[config.mk]
export PLATFORM = sky130hd
export DESIGN_NAME = shared_line_seq
export DESIGN_NICKNAME = d
export VERILOG_FILES = /design/src/rtl/shared_line_pkg.sv /design/src/rtl/slot_round_timer.sv /design/src/rtl/result_shifter.sv /design/src/rtl/share_cfg_check.sv /design/src/rtl/shared_line_seq.sv
export SDC_FILE = /design/constraint.sdc
export NUM_CORES = 1
export LEC_CHECK = 0
export BUFFER_PORTS_ARGS = -buffer_cell sky130_fd_sc_hd__buf_2
export CAP_MARGIN = 20
export CELL_PAD_IN_SITES_DETAIL_PLACEMENT = 1
export CELL_PAD_IN_SITES_GLOBAL_PLACEMENT = 1
export CORE_MARGIN = 2
export CORE_UTILIZATION = 42
export DETAILED_ROUTE_END_ITERATION = 8
export HOLD_SLACK_MARGIN = 0.08
export PLACE_DENSITY_LB_ADDON = 0.05
export SLEW_MARGIN = 20
export SYNTH_ARGS = -nofsm -noshare
export SYNTH_HDL_FRONTEND = slang
export SYNTH_SLANG_ARGS = --single-unit
[constraint.sdc]
create_clock -name clk -period 1.8 [get_ports clk]
set_input_delay 0.09 -clock clk [delete_from_list [all_inputs] [get_ports clk]]
set_output_delay 0.09 -clock clk [all_outputs]
set_load 0.02 [all_outputs]
[src/rtl/shared_line_pkg.sv]
// Package: shared definitions for the shared-line result sequencer.
// Assumes: the sub-modules and the top import these defaults and types.
package shared_line_pkg;
    localparam int unsigned DEF_DATA_W   = 32;
    localparam int unsigned DEF_SLOT_LEN = 32;
    localparam int unsigned DEF_GAP_LEN  = 1;
    localparam int unsigned DEF_ADDR_W   = 3;

    // Phase of the round timer.
    typedef enum logic {
        PH_IDLE = 1'b0,
        PH_RUN  = 1'b1
    } round_phase_e;
endpackage

[src/rtl/slot_round_timer.sv]
// Module: slot_round_timer
// Keeps track of where a round stands: which slot and which index inside it.
// The start input has priority, restarts the round and sets the next index to slot 0, index 0.
// While running, slot/pos name the index that the next rising edge emits.
// Assumes: share_lim is stable while the round runs (it is latched elsewhere).
module slot_round_timer #(
    parameter int unsigned SLOT_LEN = shared_line_pkg::DEF_SLOT_LEN,
    parameter int unsigned ADDR_W   = shared_line_pkg::DEF_ADDR_W,
    localparam int unsigned POS_W   = $clog2(SLOT_LEN)
) (
    input  logic              clk,
    input  logic              rst_n,
    input  logic              start,
    input  logic [ADDR_W-1:0] share_lim,
    output logic              active,
    output logic [ADDR_W-1:0] slot,
    output logic [POS_W-1:0]  pos
);
    import shared_line_pkg::*;

    localparam logic [POS_W-1:0] LAST_POS = POS_W'(SLOT_LEN - 1);

    round_phase_e phase_q;

    // Moves the round position forward one index per clock and stops after the last slot.
    always_ff @(posedge clk) begin
        if (!rst_n) begin
            phase_q <= PH_IDLE;
            slot    <= '0;
            pos     <= '0;
        end else if (start) begin
            phase_q <= PH_RUN;
            slot    <= '0;
            pos     <= '0;
        end else if (phase_q == PH_RUN) begin
            if (pos == LAST_POS) begin
                pos <= '0;
                if (slot == share_lim) begin
                    phase_q <= PH_IDLE;
                    slot    <= '0;
                end else begin
                    slot <= slot + 1'b1;
                end
            end else begin
                pos <= pos + 1'b1;
            end
        end
    end

    assign active = (phase_q == PH_RUN);

    // a running round never counts past the last configured slot.
    assert_slot_in_range_R8: assert property (
        @(posedge clk) disable iff (!rst_n)
        active |-> (slot <= share_lim)
    );
endmodule

[src/rtl/result_shifter.sv]
// Module: result_shifter
// Holds the word captured at the start of a round and shifts it left, one bit per step.
// It presents the current most significant bit.
// Assumes: load and shift are never wanted in the same cycle (load wins).
module result_shifter #(
    parameter int unsigned DATA_W = shared_line_pkg::DEF_DATA_W
) (
    input  logic              clk,
    input  logic              rst_n,
    input  logic              load,
    input  logic              shift,
    input  logic [DATA_W-1:0] word_in,
    output logic              msb
);
    logic [DATA_W-1:0] sreg_q;

    // Captures the word on load and moves it one bit toward the top on shift.
    always_ff @(posedge clk) begin
        if (!rst_n) begin
            sreg_q <= '0;
        end else if (load) begin
            sreg_q <= word_in;
        end else if (shift) begin
            sreg_q <= {sreg_q[DATA_W-2:0], 1'b0};
        end
    end

    assign msb = sreg_q[DATA_W-1];
endmodule

[src/rtl/share_cfg_check.sv]
// Module: share_cfg_check
// Latches the position and share setting at the start of a round and flags whether they are valid.
// Also produces a registered error flag from the live pins.
// Assumes: position and share setting are static in normal operation.
module share_cfg_check #(
    parameter int unsigned ADDR_W = shared_line_pkg::DEF_ADDR_W
) (
    input  logic              clk,
    input  logic              rst_n,
    input  logic              start,
    input  logic [ADDR_W-1:0] addr_in,
    input  logic [ADDR_W-1:0] share_in,
    output logic [ADDR_W-1:0] addr_q,
    output logic [ADDR_W-1:0] share_q,
    output logic              bad_q,
    output logic              err_live
);
    // Takes a snapshot of the configuration for the round that is starting.
    always_ff @(posedge clk) begin
        if (!rst_n) begin
            addr_q  <= '0;
            share_q <= '0;
            bad_q   <= 1'b0;
        end else if (start) begin
            addr_q  <= addr_in;
            share_q <= share_in;
            bad_q   <= (addr_in > share_in);
        end
    end

    // Registers the validity of the live pins for the error output.
    always_ff @(posedge clk) begin
        if (!rst_n) err_live <= 1'b0;
        else        err_live <= (addr_in > share_in);
    end
endmodule

[src/rtl/shared_line_seq.sv]
// Module: shared_line_seq (top)
// Puts this device's result word onto a shared serial line during its own slot.
// It drives 31 clocks of each 32-clock slot, so one idle clock separates neighbouring devices.
// Assumes: the pad tristate cell outside uses sdo_oe, and all devices see the same clk and data_ready.
module shared_line_seq #(
    parameter int unsigned DATA_W   = shared_line_pkg::DEF_DATA_W,
    parameter int unsigned SLOT_LEN = shared_line_pkg::DEF_SLOT_LEN,
    parameter int unsigned GAP_LEN  = shared_line_pkg::DEF_GAP_LEN,
    parameter int unsigned ADDR_W   = shared_line_pkg::DEF_ADDR_W
) (
    input  logic              clk,
    input  logic              rst_n,
    input  logic              data_ready,
    input  logic [ADDR_W-1:0] dev_addr,
    input  logic [ADDR_W-1:0] share_cfg,
    input  logic [DATA_W-1:0] result_word,
    output logic              sdo,
    output logic              sdo_oe,
    output logic              frame_out,
    output logic              cfg_err
);
    localparam int unsigned POS_W     = $clog2(SLOT_LEN);
    localparam int unsigned DRIVE_LEN = SLOT_LEN - GAP_LEN;

    logic              run_active;
    logic [ADDR_W-1:0] run_slot;
    logic [POS_W-1:0]  run_pos;
    logic [ADDR_W-1:0] addr_q;
    logic [ADDR_W-1:0] share_q;
    logic              bad_q;
    logic              word_msb;
    logic              own_turn;

    share_cfg_check #(.ADDR_W(ADDR_W)) cfg_i (
        .clk      (clk),
        .rst_n    (rst_n),
        .start    (data_ready),
        .addr_in  (dev_addr),
        .share_in (share_cfg),
        .addr_q   (addr_q),
        .share_q  (share_q),
        .bad_q    (bad_q),
        .err_live (cfg_err)
    );

    slot_round_timer #(.SLOT_LEN(SLOT_LEN), .ADDR_W(ADDR_W)) timer_i (
        .clk       (clk),
        .rst_n     (rst_n),
        .start     (data_ready),
        .share_lim (share_q),
        .active    (run_active),
        .slot      (run_slot),
        .pos       (run_pos)
    );

    // The next edge belongs to this device and lies in the driven part of its slot.
    always_comb begin
        own_turn = run_active && (run_slot == addr_q) && !bad_q
                   && (run_pos < POS_W'(DRIVE_LEN));
    end

    result_shifter #(.DATA_W(DATA_W)) shifter_i (
        .clk     (clk),
        .rst_n   (rst_n),
        .load    (data_ready),
        .shift   (own_turn && !data_ready),
        .word_in (result_word),
        .msb     (word_msb)
    );

    // Registers the line outputs; a new data_ready silences them for one edge.
    always_ff @(posedge clk) begin
        if (!rst_n || data_ready) begin
            sdo       <= 1'b0;
            sdo_oe    <= 1'b0;
            frame_out <= 1'b0;
        end else begin
            sdo       <= own_turn & word_msb;
            sdo_oe    <= own_turn;
            frame_out <= own_turn;
        end
    end

    // the drive begins only just after index 0 of a slot.
    assert_start_at_slot_head_R2: assert property (
        @(posedge clk) disable iff (!rst_n)
        $rose(sdo_oe) |-> (run_pos == POS_W'(1))
    );

    // the drive never covers the last index of a slot, leaving the gap.
    assert_gap_before_next_R4: assert property (
        @(posedge clk) disable iff (!rst_n)
        sdo_oe |-> (run_pos != '0)
    );

    // the frame output tracks the output enable.
    assert_frame_matches_oe_R5: assert property (
        @(posedge clk) disable iff (!rst_n)
        frame_out == sdo_oe
    );

    // no data level while the line is released.
    assert_quiet_when_off_R6: assert property (
        @(posedge clk) disable iff (!rst_n)
        !sdo_oe |-> !sdo
    );

    // a misconfigured device never drives.
    assert_bad_cfg_silent_R7: assert property (
        @(posedge clk) disable iff (!rst_n)
        bad_q |-> !sdo_oe
    );

    // an idle timer leads to a released line on the following edge.
    assert_idle_released_R8: assert property (
        @(posedge clk) disable iff (!rst_n)
        !run_active |=> !sdo_oe
    );
endmodule

==> impl_metrics.csv, run 1 <==
group,metric,value,unit
yosys,seq_area_frac_synth,0.3936,
place,dpl.hpwl,4271,um
global_routing,grt_use_total,0.1892,
clock_tree,cts_tree,"built",
timing,min_period_over_period,0.9015,
pwr,switching_power,0.0006573,W
place,portBuffers,44,
pwr,power_frac_comb,0.186,
detailed_routing,ant_nets,0,
timing,worst_slack,0.1773,ns
worst_setup_path,cp.arrival,1.86,ns
yosys,ys_seq_elements,51,
worst_setup_path,cp-end-kind,"flop",
layout,drive_gt1_frac,0.2870,
timing,finalSetupViolations,0,
place,routabilityCongestion,0.8097,
yosys,synthCells,286,
yosys,synth.avg_cell_area,9.069,sq um
yosys,synthTopCellsByArea,"dfxtp_1 (39%), a211oi_2 (13%), nor4_1 (6.5%)",
detailed_routing,num_vias,2182,
hold_path,hp-start,"dev_addr[0]",
pwr,leakage,1.168,nW
yosys,synth_edf_count,0,
yosys,synthFlopType,"dfxtp_1",
detailed_routing,drt_wl_total,6174,um
detailed_routing,drtIter0Drc,44,
detailed_routing,wl_per_cell,15.47,um
pwr,p_seq_frac,0.531,
worst_setup_path,reg2reg_from,"timer_i.pos[0]$_SDFFE_PP0P_",
floorplan,fp.dieW,82.59,um
pwr,switching_share,0.2784,
clock_tree,clkSinkCount,51,
timing,setup_tns,0,ns
detailed_routing,viasPerCell,5.469,
worst_setup_path,rr_worst_depth,7,
layout,stdcell_count,399,
global_routing,grt_pass1_vias,2145,
worst_setup_path,start_kind,"flop",
worst_setup_path,crit_type,"flop to flop",
clock_tree,numCtsBuffers,5,
hold_path,hold_path_end,"cfg_i.addr_q[0]$_SDFFE_PN0P_",
layout,diodes,0,
clock_tree,clockBufferDepth,2,
floorplan,die_area,6820,sq um
yosys,async_flop_share,0,
place,placed_area,2856,sq um
worst_setup_path,r2r_end,"timer_i.pos[2]$_SDFFE_PP0P_",
clock_tree,clock_latency,0.30,ns
timing,timing.final.crit_period,1.623,ns
timing,finalHoldViolations,0,
detailed_routing,drc,0,
hold_path,hold_class,"input pin to flop",
timing,tightestPinTransition,0.4684,ns
worst_setup_path,r2r_slack,0.18,ns
clock_tree,ctsHoldBuffers,5,
timing,skew,0.004168,ns
run,drv_cap,0,
yosys,ys_types,37,
timing,slew_headroom,0.6848,
floorplan,initial_core_util,0.4355,
yosys,synth_nets,333,
layout,areaGrowthSynthToFinish,15.44,%
floorplan,chipHeight,82.59,um
global_routing,antenna_found_initial,0,
detailed_routing,dr.pass1.iters,4,
pwr,clkPwrFrac,0.283,
floorplan,rows,28,
timing,rsz0062_at_grt,"false",
clock_tree,clk_pin_slew,0.09,ns
pwr,intPower,0.001704,W
clock_tree,cts-htree-levels,2,
place,place_ws,0.1678,ns
status,outcome,"finished clean",
floorplan,core,5956,sq um
worst_setup_path,critPathRequiredTime,2.04,ns
floorplan,num_io_pins,45,
pwr,pwr_density_cell,788.6,nW/um^2
clock_tree,cts_resized,0,
yosys,netlist_area,2594,sq um
layout,finalNetCount,371,
timing,drv_slew,0,
clock_tree,clk_root_buffer_cell,"clkbuf_8",
pwr,vdd_drop_max,420.5,uV
worst_setup_path,cp_max_fo,5,
layout,final_design_area_no_fill,2994,sq um
yosys,ys_warn_count,0,
place,numPlacedInstances,387,
clock_tree,cts_setup_buffers,0,
global_routing,grt_max_degree,46,
global_routing,grt_overflow,0,
global_routing,grt_first_pass_wirelength,9922,um
timing,clock.fmax,616.3,MHz
yosys,synth_top_cell_by_area,"dfxtp_1",
hold_path,hold-path-cell-count,3,
yosys,synth_top_area_share,0.3936,
==> cells by family (layout without fill, tap and decap cells) <==
kind of cell,count (synthesis),after routing,share of synthesized area
adders and majority gates,6,6,0.02894
muxes,14,14,0.05548
xor gates and xnor gates,6,6,0.02026
buffers and inverters,33,71,0.06078
and+or+nand+nor,98,98,0.1959
DFF,51,51,0.3936
AOI/OAI and AO/OA,78,78,0.2451
==> per-layer routing <==
layer,track usage,part of all wire
met2,0.3411,0.49
met1,0.2321,0.47
met4,0.04426,0.0096
met3,0.03587,0.028
met5,0,0
==> power by group through the flow <==
stage               Sequential (W)  Clock, W  Combinational (W)
floorplan                  0.00127         0           0.000319
global placement           0.00128         0           0.000426
detailed placement         0.00128         0           0.000435
CTS                        0.00125  0.000692           0.000445
global route               0.00126  0.000730           0.000489
finish                     0.00125  0.000668           0.000439
==> cell usage after synthesis (all sizes together) (5+ instances only) <==
cell type  count
a211oi        27
a21oi          6
buf           11
clkbuf        17
dfxtp         51
ha             6
inv            5
mux2i         11
nand2          8
nand3          6
nor2          34
nor2b          8
nor4          27
o21ai         32
xnor2          6
==> flip-flops by register name (all words and copies together) (netlist names) <==
signal and flops:
cfg_i.err_live 1, cfg_i.addr_q 3, timer_i.slot 3, timer_i.active 1, frame_out 1, cfg_i.bad_q 1
shifter_i.sreg_q 32, timer_i.pos 5, sdo 1, cfg_i.share_q 3
==> layout by cell type, fill, tap and decap left out, types with 3 or more instances in the layout <==
master,instances
nor2b_1,8
mux2_2,3
buf_2,44
nor4_1,27
clkbuf_8,6
inv_1,5
nand3b_1,3
dfxtp_1,51
a21oi_1,6
ha_1,6
nand3_1,6
nand2b_1,4
xnor2_1,6
mux2i_1,11
dlygate4sd3_1,5
o21ai_0,31
nand2_1,8
o211ai_1,4
nor2_1,34
buf_4,9
and3_1,4
a211oi_2,27
==> worst max path at each step <==
stage	start	to	depth (start not counted)
after floorplan	timer_i.pos[0]$_SDFFE_PP0P_	timer_i.pos[0]$_SDFFE_PP0P_	6
after global placement	timer_i.pos[0]$_SDFFE_PP0P_	timer_i.pos[0]$_SDFFE_PP0P_	6
after detailed placement	timer_i.pos[0]$_SDFFE_PP0P_	timer_i.pos[2]$_SDFFE_PP0P_	7
after CTS	timer_i.pos[0]$_SDFFE_PP0P_	timer_i.pos[2]$_SDFFE_PP0P_	7
after global routing	timer_i.pos[0]$_SDFFE_PP0P_	timer_i.pos[2]$_SDFFE_PP0P_	7
final	timer_i.pos[0]$_SDFFE_PP0P_	timer_i.pos[2]$_SDFFE_PP0P_	7
==> worst max-delay path: stages, from the launching register on <==
cell	delay, ns
dfxtp_1	0.34
ha_1	0.23
and3_1	0.22
ha_1	0.24
nand2b_1	0.19
nor3b_1	0.20
a21oi_1	0.06
nor2_1	0.08
==> area by class of cell <==
type | count | area (sq um)
Timing Repair Buffer | 59 | 357.8
Clock inverter | 1 | 5.005
Fill cell | 709 | 2962
Sequential cell | 51 | 1021
Inverter | 5 | 18.77
Clock buffer | 6 | 82.58
Tap cell | 75 | 93.84
Multi-Input combinational cell | 202 | 1415
==> stage by stage <==
step	util	total power [W]	hold slack, ns
after floorplan	-	0.001591	0.2357
after global placement	0.4796	0.001705	0.3564
after detailed placement	0.4796	0.001716	0.3585
after CTS	0.5027	0.002393	0.08084
after global routing	0.5027	0.002483	0.08959
final	0.5027	0.002361	0.07988
(Power assumes the default switching activity.)
==> run 2, diff against run 1 <==
--- a/config.mk
+++ b/config.mk
@@ -10,11 +10,12 @@
 export CELL_PAD_IN_SITES_DETAIL_PLACEMENT = 1
 export CELL_PAD_IN_SITES_GLOBAL_PLACEMENT = 1
 export CORE_MARGIN = 2
-export CORE_UTILIZATION = 42
+export CORE_UTILIZATION = 44
 export DETAILED_ROUTE_END_ITERATION = 8
 export HOLD_SLACK_MARGIN = 0.08
 export PLACE_DENSITY_LB_ADDON = 0.05
 export SLEW_MARGIN = 20
 export SYNTH_ARGS = -nofsm -noshare
 export SYNTH_HDL_FRONTEND = slang
+export SYNTH_HIERARCHICAL = 1
 export SYNTH_SLANG_ARGS = --single-unit
==> run 2 against run 1 <==
  * Sequential power barely moved
  * The run now ends with negative setup slack left
  * Cell count fell by 4.8%
  * Die area fell by 0.25%
  * Largest power group unchanged
  * Area after synthesis rose by 4.5%
  * Clock power rose by 7.6%
  * Via count fell by 7.3%
  * Routed wire length fell by 4.8%
==> impl_metrics.csv, run 2 <==
group,metric,value,unit
clock_tree,clockBufferDepth,2,
place,portBuffers,44,
layout,reg.largest.list,"shifter_i/sreg_q (32), timer_i/pos (5)",
detailed_routing,drtIter0Drc,94,
pwr,clkPwrFrac,0.303,
timing,finalHoldViolations,0,
timing,skew,0.004790,ns
layout,layout_common_cells,"buf_2 (44), dfxtp_1 (42), o211a_1 (31)",
place,numPlacedInstances,364,
pwr,intPower,0.001798,W
global_routing,grt_overflow,0,
layout,drive_gt1_frac,0.3934,
layout,largest_reg_flops,32,
yosys,ys_seq_elements,51,
timing,setup_tns,-0.005037,ns
clock_tree,clkSinkCount,51,
worst_setup_path,worstPathCellList,"xnor2_2, nand4_1, nor3_4, buf_6, buf_12, mux2_4, o211a_1",
status,failed_checks,"negative setup slack",
pwr,switching_power,0.0005757,W
clock_tree,clk_pin_slew,0.09,ns
yosys,netlist_area,2710,sq um
detailed_routing,num_vias,2023,
worst_setup_path,path_buf_inv,2,
worst_setup_path,start_kind,"flop",
worst_setup_path,cp-end-kind,"flop",
floorplan,num_io_pins,45,
yosys,synthFlopType,"dfxtp_1",
timing,min_period_over_period,1.003,
pwr,leakage,1.688,nW
clock_tree,clk_root_buffer_cell,"clkbuf_8",
floorplan,core,5921,sq um
global_routing,antenna_found_initial,0,
layout,n_fill_cell,645,
global_routing,grt_pass1_vias,2002,
hold_path,hold-path-cell-count,3,
timing,finalSetupViolations,1,
timing,drv_slew,0,
timing,rsz0062_at_grt,"true",
worst_setup_path,cp.arrival,2.00,ns
yosys,synth.avg_cell_area,11.02,sq um
place,routabilityCongestion,0.7061,
worst_setup_path,critPathSlowestCell,"dfxtp_2",
yosys,synth_top_area_share,0.3767,
yosys,synth_top_cell_by_area,"dfxtp_1",
pwr,power_frac_comb,0.174,
detailed_routing,wl_per_cell,15.47,um
yosys,synth_common_cells,"dfxtp_1 (51), o211a_1 (31), mux2_4 (29)",
yosys,yosysMostFrequentCell,"dfxtp_1",
pwr,vdd_drop_max,374.1,uV
yosys,synthCells,246,
clock_tree,cts-htree-levels,2,
yosys,seq_area_frac_synth,0.3767,
place,dpl.hpwl,3907,um
clock_tree,clock_latency,0.30,ns
floorplan,rows,28,
pwr,p_seq_frac,0.523,
pwr,pwr_density_cell,721.0,nW/um^2
layout,diodes,0,
yosys,synth_nets,293,
floorplan,chipHeight,82.48,um
global_routing,grt_use_total,0.1857,
yosys,ys_types,40,
layout,final_design_area_no_fill,3292,sq um
layout,layout_commonest_cell,"buf_2",
worst_setup_path,critPathRequiredTime,1.99,ns
timing,worst_slack,-0.005037,ns
worst_setup_path,cp_num_cells,7,
layout,stdcell_count,380,
floorplan,initial_core_util,0.4577,
pwr,switching_share,0.2426,
yosys,async_flop_share,0,
timing,tightestPinTransition,0.3948,ns
detailed_routing,drc,0,
timing,clock.fmax,554.0,MHz
global_routing,grt_first_pass_wirelength,9666,um
yosys,synthTopCellsByArea,"dfxtp_1 (38%), mux2_4 (16%), o211a_1 (11%)",
yosys,ys_warn_count,6,
floorplan,fp.dieW,82.48,um
detailed_routing,ant_nets,0,
layout,finalNetCount,351,
floorplan,die_area,6803,sq um
layout,areaGrowthSynthToFinish,21.47,%
hold_path,hold_class,"input pin to flop",
layout,largest-register,"shifter_i/sreg_q",
detailed_routing,drt_wl_total,5877,um
clock_tree,cts_tree,"built",
pwr,power,0.002373,W
timing,slew_headroom,0.7368,
place,placed_area,3034,sq um
detailed_routing,dr.pass1.iters,4,
worst_setup_path,crit_type,"flop to flop",
yosys,synth_edf_count,0,
worst_setup_path,critPathTopFamily,"simple AND/OR/NAND/NOR gates",
timing,timing.final.crit_period,1.805,ns
status,outcome,"finished, violations left",
detailed_routing,viasPerCell,5.324,
worst_setup_path,cp_max_fo,9,
worst_setup_path,rr_worst_depth,7,
clock_tree,numCtsBuffers,5,
global_routing,grt_max_degree,41,
run,drv_cap,0,
worst_setup_path,cpPeakStageDelay,0.35,ns
==> run 2: cell types whose count changed after synthesis, sizes merged, moves of 19 or more <==
cell	delta
o21ai	-27
nand2b	+19
o211a	+30
nor4	-24
nor2	-30
a211oi	-27
mux2	+28
==> run 2: worst min-delay path, stage by stage <==
cell and delay (ns):
buf_2 0.07, nand2b_1 0.08, o211a_1 0.13
==> run 2: per-stage QoR <==
step,setup slack [ns],hold WS [ns],util
6_report,-0.005037,0.09907,0.5560
5_1_grt,-0.08140,0.09077,0.5560
4_1_cts,0.004984,0.08305,0.5442
3_5_place_dp,-0.09408,0.3771,0.5125
3_3_place_gp,-0.06289,0.3562,0.5125
2_1_floorplan,0.02877,0.1614,-
==> run 2: layout make-up <==
class,count,area [sq um],share of cell area
timing repair buffer,69,464.2,0.1410
inverter,5,18.77,0.005701
tap,75,93.84,0.02851
clock buffer,8,100.1,0.03041
sequential,51,1032,0.3136
multi-input combinational,172,1583,0.4808
==> run 2: power groups by stage <==
stage                     Clock (W)  Sequential, W  Combinational [W]
after CTS                  0.000749        0.00124           0.000403
after detailed placement          0        0.00126           0.000384
after floorplan                   0        0.00125           0.000285
after global placement            0        0.00126           0.000377
after global routing       0.000799        0.00125           0.000454
final                      0.000719        0.00124           0.000414
==> run 2: cells by family (layout without fill, tap and decap cells) <==
logic type,count (synthesis),after routing,synth area share
simple gates,74,74,0.1722
flops,51,51,0.3767
compound gates,46,46,0.1473
mux,40,40,0.2022
buf+inv,23,82,0.05447
fa+ha+maj,6,6,0.02770
xor+xnor,6,6,0.01939
==> run 2: worst paths after layout <==
path | to | slack [ns] | startpoint
max | shifter_i/sreg_q[25]$_SDFFE_PN0P_ | -0.005 | timer_i/slot[2]$_SDFFE_PP0P_
min | shifter_i/sreg_q[21]$_SDFFE_PN0P_ | 0.1 | result_word[21]
max reg2reg | shifter_i/sreg_q[25]$_SDFFE_PN0P_ | -0.005 | timer_i/slot[2]$_SDFFE_PP0P_
min reg2reg | sdo$_SDFF_PP0_ | 0.48 | shifter_i/sreg_q[31]$_SDFFE_PN0P_
==> run 2: metal layers <==
layer | track usage | routed length [um] | vias to the layer above
met5 | 0 | 0 | -
met1 | 0.2520 | 2880 | 973
met2 | 0.2903 | 2663 | 42
li1 | - | - | 1001
met4 | 0.05833 | 77 | 0
met3 | 0.04457 | 256 | 7
==> run 2: repair_timing <==
action | in CTS | in global routing
endpoints found under the hold margin | 5 | 0
hold buffers | 5 | 0
buffers inserted | 3 | 0
gates resized for setup | 4 | 22
setup endpoints to repair | 29 | 34
pin swaps | 1 | 5
==> run 3, diff against run 2 <==
--- a/config.mk
+++ b/config.mk
@@ -6,16 +6,14 @@
 export NUM_CORES = 1
 export LEC_CHECK = 0
 export BUFFER_PORTS_ARGS = -buffer_cell sky130_fd_sc_hd__buf_2
-export CAP_MARGIN = 20
 export CELL_PAD_IN_SITES_DETAIL_PLACEMENT = 1
 export CELL_PAD_IN_SITES_GLOBAL_PLACEMENT = 1
 export CORE_MARGIN = 2
-export CORE_UTILIZATION = 44
+export CORE_UTILIZATION = 38
 export DETAILED_ROUTE_END_ITERATION = 8
 export HOLD_SLACK_MARGIN = 0.08
 export PLACE_DENSITY_LB_ADDON = 0.05
 export SLEW_MARGIN = 20
 export SYNTH_ARGS = -nofsm -noshare
 export SYNTH_HDL_FRONTEND = slang
-export SYNTH_HIERARCHICAL = 1
 export SYNTH_SLANG_ARGS = --single-unit
==> constraint.sdc (replaced) <==
create_clock -name clk -period 1.6 [get_ports clk]
set_input_delay 0.08 -clock clk [delete_from_list [all_inputs] [get_ports clk]]
set_output_delay 0.08 -clock clk [all_outputs]
set_load 0.02 [all_outputs]
==> run 3 against run 2 <==
  * The flow now finishes without violations
  * Total power is 12% higher
  * Fmax is 20% higher
  * Die area is 10% higher
  * Routed wire length is 2.9% higher
  * Via count is 9.5% higher
  * Hold slack worse by 0.023 ns
  * Sequential cell count stayed put
  * Critical path type unchanged
  * Critical endpoint is now timer_i.pos[0]$_SDFFE_PP0P_
  * Largest power group unchanged
==> impl_metrics.csv, run 3 (synthesis gave the netlist of run 1 again) <==
group,metric,value,unit
clock_tree,cts_tree,"built",
timing,min_period_over_period,0.9386,
timing,drv_slew,0,
global_routing,grt_first_pass_wirelength,10360,um
pwr,leakage,1.216,nW
pwr,switching_power,0.0007501,W
layout,largest-register,"shifter_i.sreg_q",
clock_tree,clockBufferDepth,2,
detailed_routing,wl_per_cell,14.61,um
global_routing,antenna_found_initial,0,
detailed_routing,ant_nets,0,
floorplan,core,6681,sq um
hold_path,hold_class,"input pin to flop",
clock_tree,clk_pin_slew,0.09,ns
timing,tightestPinTransition,0.5300,ns
timing,clock.fmax,665.9,MHz
pwr,clkPwrFrac,0.275,
detailed_routing,drtIter0Drc,85,
worst_setup_path,reg2reg_from,"timer_i.pos[0]$_SDFFE_PP0P_",
timing,fin_hold_ws,0.07633,ns
timing,setup_tns,0,ns
clock_tree,cts_setup_buffers,0,
place,dpl.hpwl,4243,um
layout,finalNetCount,380,
place,numPlacedInstances,400,
floorplan,chipHeight,86.62,um
place,portBuffers,44,
layout,reg.largest.list,"shifter_i.sreg_q (32), timer_i.pos (5)",
clock_tree,cts-htree-levels,2,
layout,drive_gt1_frac,0.3204,
timing,slew_headroom,0.6467,
status,outcome,"finished clean",
pwr,p_seq_frac,0.531,
timing,finalSetupViolations,0,
worst_setup_path,r2r_slack,0.1,ns
global_routing,grt-busiest-layer,"met2",
pwr,switching_share,0.2824,
floorplan,die_area,7502,sq um
global_routing,grt_pass1_vias,2157,
worst_setup_path,start_kind,"flop",
run,drv_cap,0,
worst_setup_path,crit_end,"timer_i.pos[0]$_SDFFE_PP0P_",
layout,n_fill_cell,806,
layout,largest_reg_flops,32,
floorplan,fp.dieW,86.62,um
worst_setup_path,critPathRequiredTime,1.84,ns
worst_setup_path,cp-end-kind,"flop",
worst_setup_path,rr_worst_depth,6,
timing,skew,0.006633,ns
global_routing,grt_overflow,0,
worst_setup_path,crit_type,"flop to flop",
clock_tree,clk_root_buffer_cell,"clkbuf_8",
worst_setup_path,cp.arrival,1.74,ns
place,routabilityCongestion,0.7523,
layout,multi_input_area,1445,sq um
global_routing,grt_use_met3,0.02952,
pwr,intPower,0.001906,W
timing,timing.final.crit_period,1.502,ns
layout,utilization,0.4659,
clock_tree,clock_latency,0.31,ns
worst_setup_path,cp_max_fo,5,
clock_tree,clkSinkCount,51,
detailed_routing,num_vias,2215,
pwr,vdd_drop_max,342.6,uV
layout,layout_common_cells,"dfxtp_1 (49), buf_2 (44), nor2_1 (34)",
worst_setup_path,cp-startpoint,"timer_i.pos[0]$_SDFFE_PP0P_",
timing,finalHoldViolations,0,
global_routing,grt_util_met1,0.2290,
detailed_routing,viasPerCell,5.350,
global_routing,grt_max_degree,35,
timing,rsz0062_at_grt,"false",
detailed_routing,drt_wl_total,6050,um
worst_setup_path,r2r_end,"timer_i.pos[0]$_SDFFE_PP0P_",
floorplan,num_io_pins,45,
floorplan,rows,30,
global_routing,grt_use_total,0.1735,
clock_tree,numCtsBuffers,5,
global_routing,grt_util_met2,0.2888,
layout,diodes,0,
layout,regArea,1023,sq um
pwr,power_frac_comb,0.194,
detailed_routing,drc,0,
floorplan,initial_core_util,0.3882,
detailed_routing,dr.pass1.iters,4,
pwr,pwr_density_cell,853.1,nW/um^2
layout,layout_commonest_cell,"dfxtp_1",
layout,stdcell_count,414,
layout,areaGrowthSynthToFinish,20.02,%
-- run 3: changes by cell type in the layout (fill, tap and decap cells not counted), sizes merged, moves of 4 or more --
cell / delta
o211a: -30
o211ai: +4
nand2b: -19
o21ai: +27
mux2: -28
or2b: -10
a211oi: +27
nor2: +30
nor4: +24
nor3: -4
-- run 3: metal layers --
layer	wire length, um	vias up
met3	136	6
met2	2858	25
met1	2980	1047
li1	-	1137
met4	74	0
met5	0	-
-- run 3: worst min path at each step --
stage | cells past startpoint | end | startpoint
floorplan | 2 | shifter_i.sreg_q[0]$_SDFFE_PN0P_ | result_word[0]
detailed placement | 3 | shifter_i.sreg_q[0]$_SDFFE_PN0P_ | result_word[0]
CTS | 3 | cfg_i.addr_q[1]$_SDFFE_PN0P_ | dev_addr[1]
finish | 3 | cfg_i.addr_q[1]$_SDFFE_PN0P_ | dev_addr[1]
global placement | 3 | shifter_i.sreg_q[0]$_SDFFE_PN0P_ | result_word[0]
global route | 3 | cfg_i.addr_q[1]$_SDFFE_PN0P_ | dev_addr[1]
-- run 3: layout make-up --
cell class / instances / share of cell area
Sequential cell: 51 / 0.3288
Timing Repair Buffer: 68 / 0.1427
Clock inverter: 1 / 0.001608
Inverter: 5 / 0.006029
Clock buffer: 7 / 0.02452
Multi-Input combinational cell: 202 / 0.4642
Tap cell: 80 / 0.03215
-- run 3: repair_timing --
| action | in CTS | in global routing |
|---|---|---|
| hold buffers | 6 | 0 |
| endpoints found under the setup margin | 2 | 4 |
| endpoints found under the hold margin | 6 | 0 |
| resized for setup | 2 | 7 |
-- run 3: power by group through the flow --
stage,clock [W],sequential [W],combinational (W)
after floorplan,0,0.00143,0.000359
after global placement,0,0.00144,0.000503
after detailed placement,0,0.00144,0.000509
after CTS,0.000763,0.00141,0.000524
after global routing,0.000816,0.00142,0.000575
final,0.000731,0.00141,0.000515
-- run 3: per-stage QoR --
step                      power (W)  worst slack (ns)  instance area [sq um]
after floorplan            0.001789            0.1250                   2594
after global placement     0.001940           0.06002                   2935
after detailed placement   0.001948          -0.03515                   2935
after CTS                  0.002697           0.03745                   3087
after global routing       0.002811           0.01644                   3113
final                      0.002656           0.09824                   3113
-- run 3: worst max-delay path: stages (launching register included) --
cell and delay (ns):
dfxtp_2 0.35, ha_1 0.22, and3_4 0.20, ha_4 0.17, nand2b_4 0.15, mux2_2 0.26, nor2_1 0.09
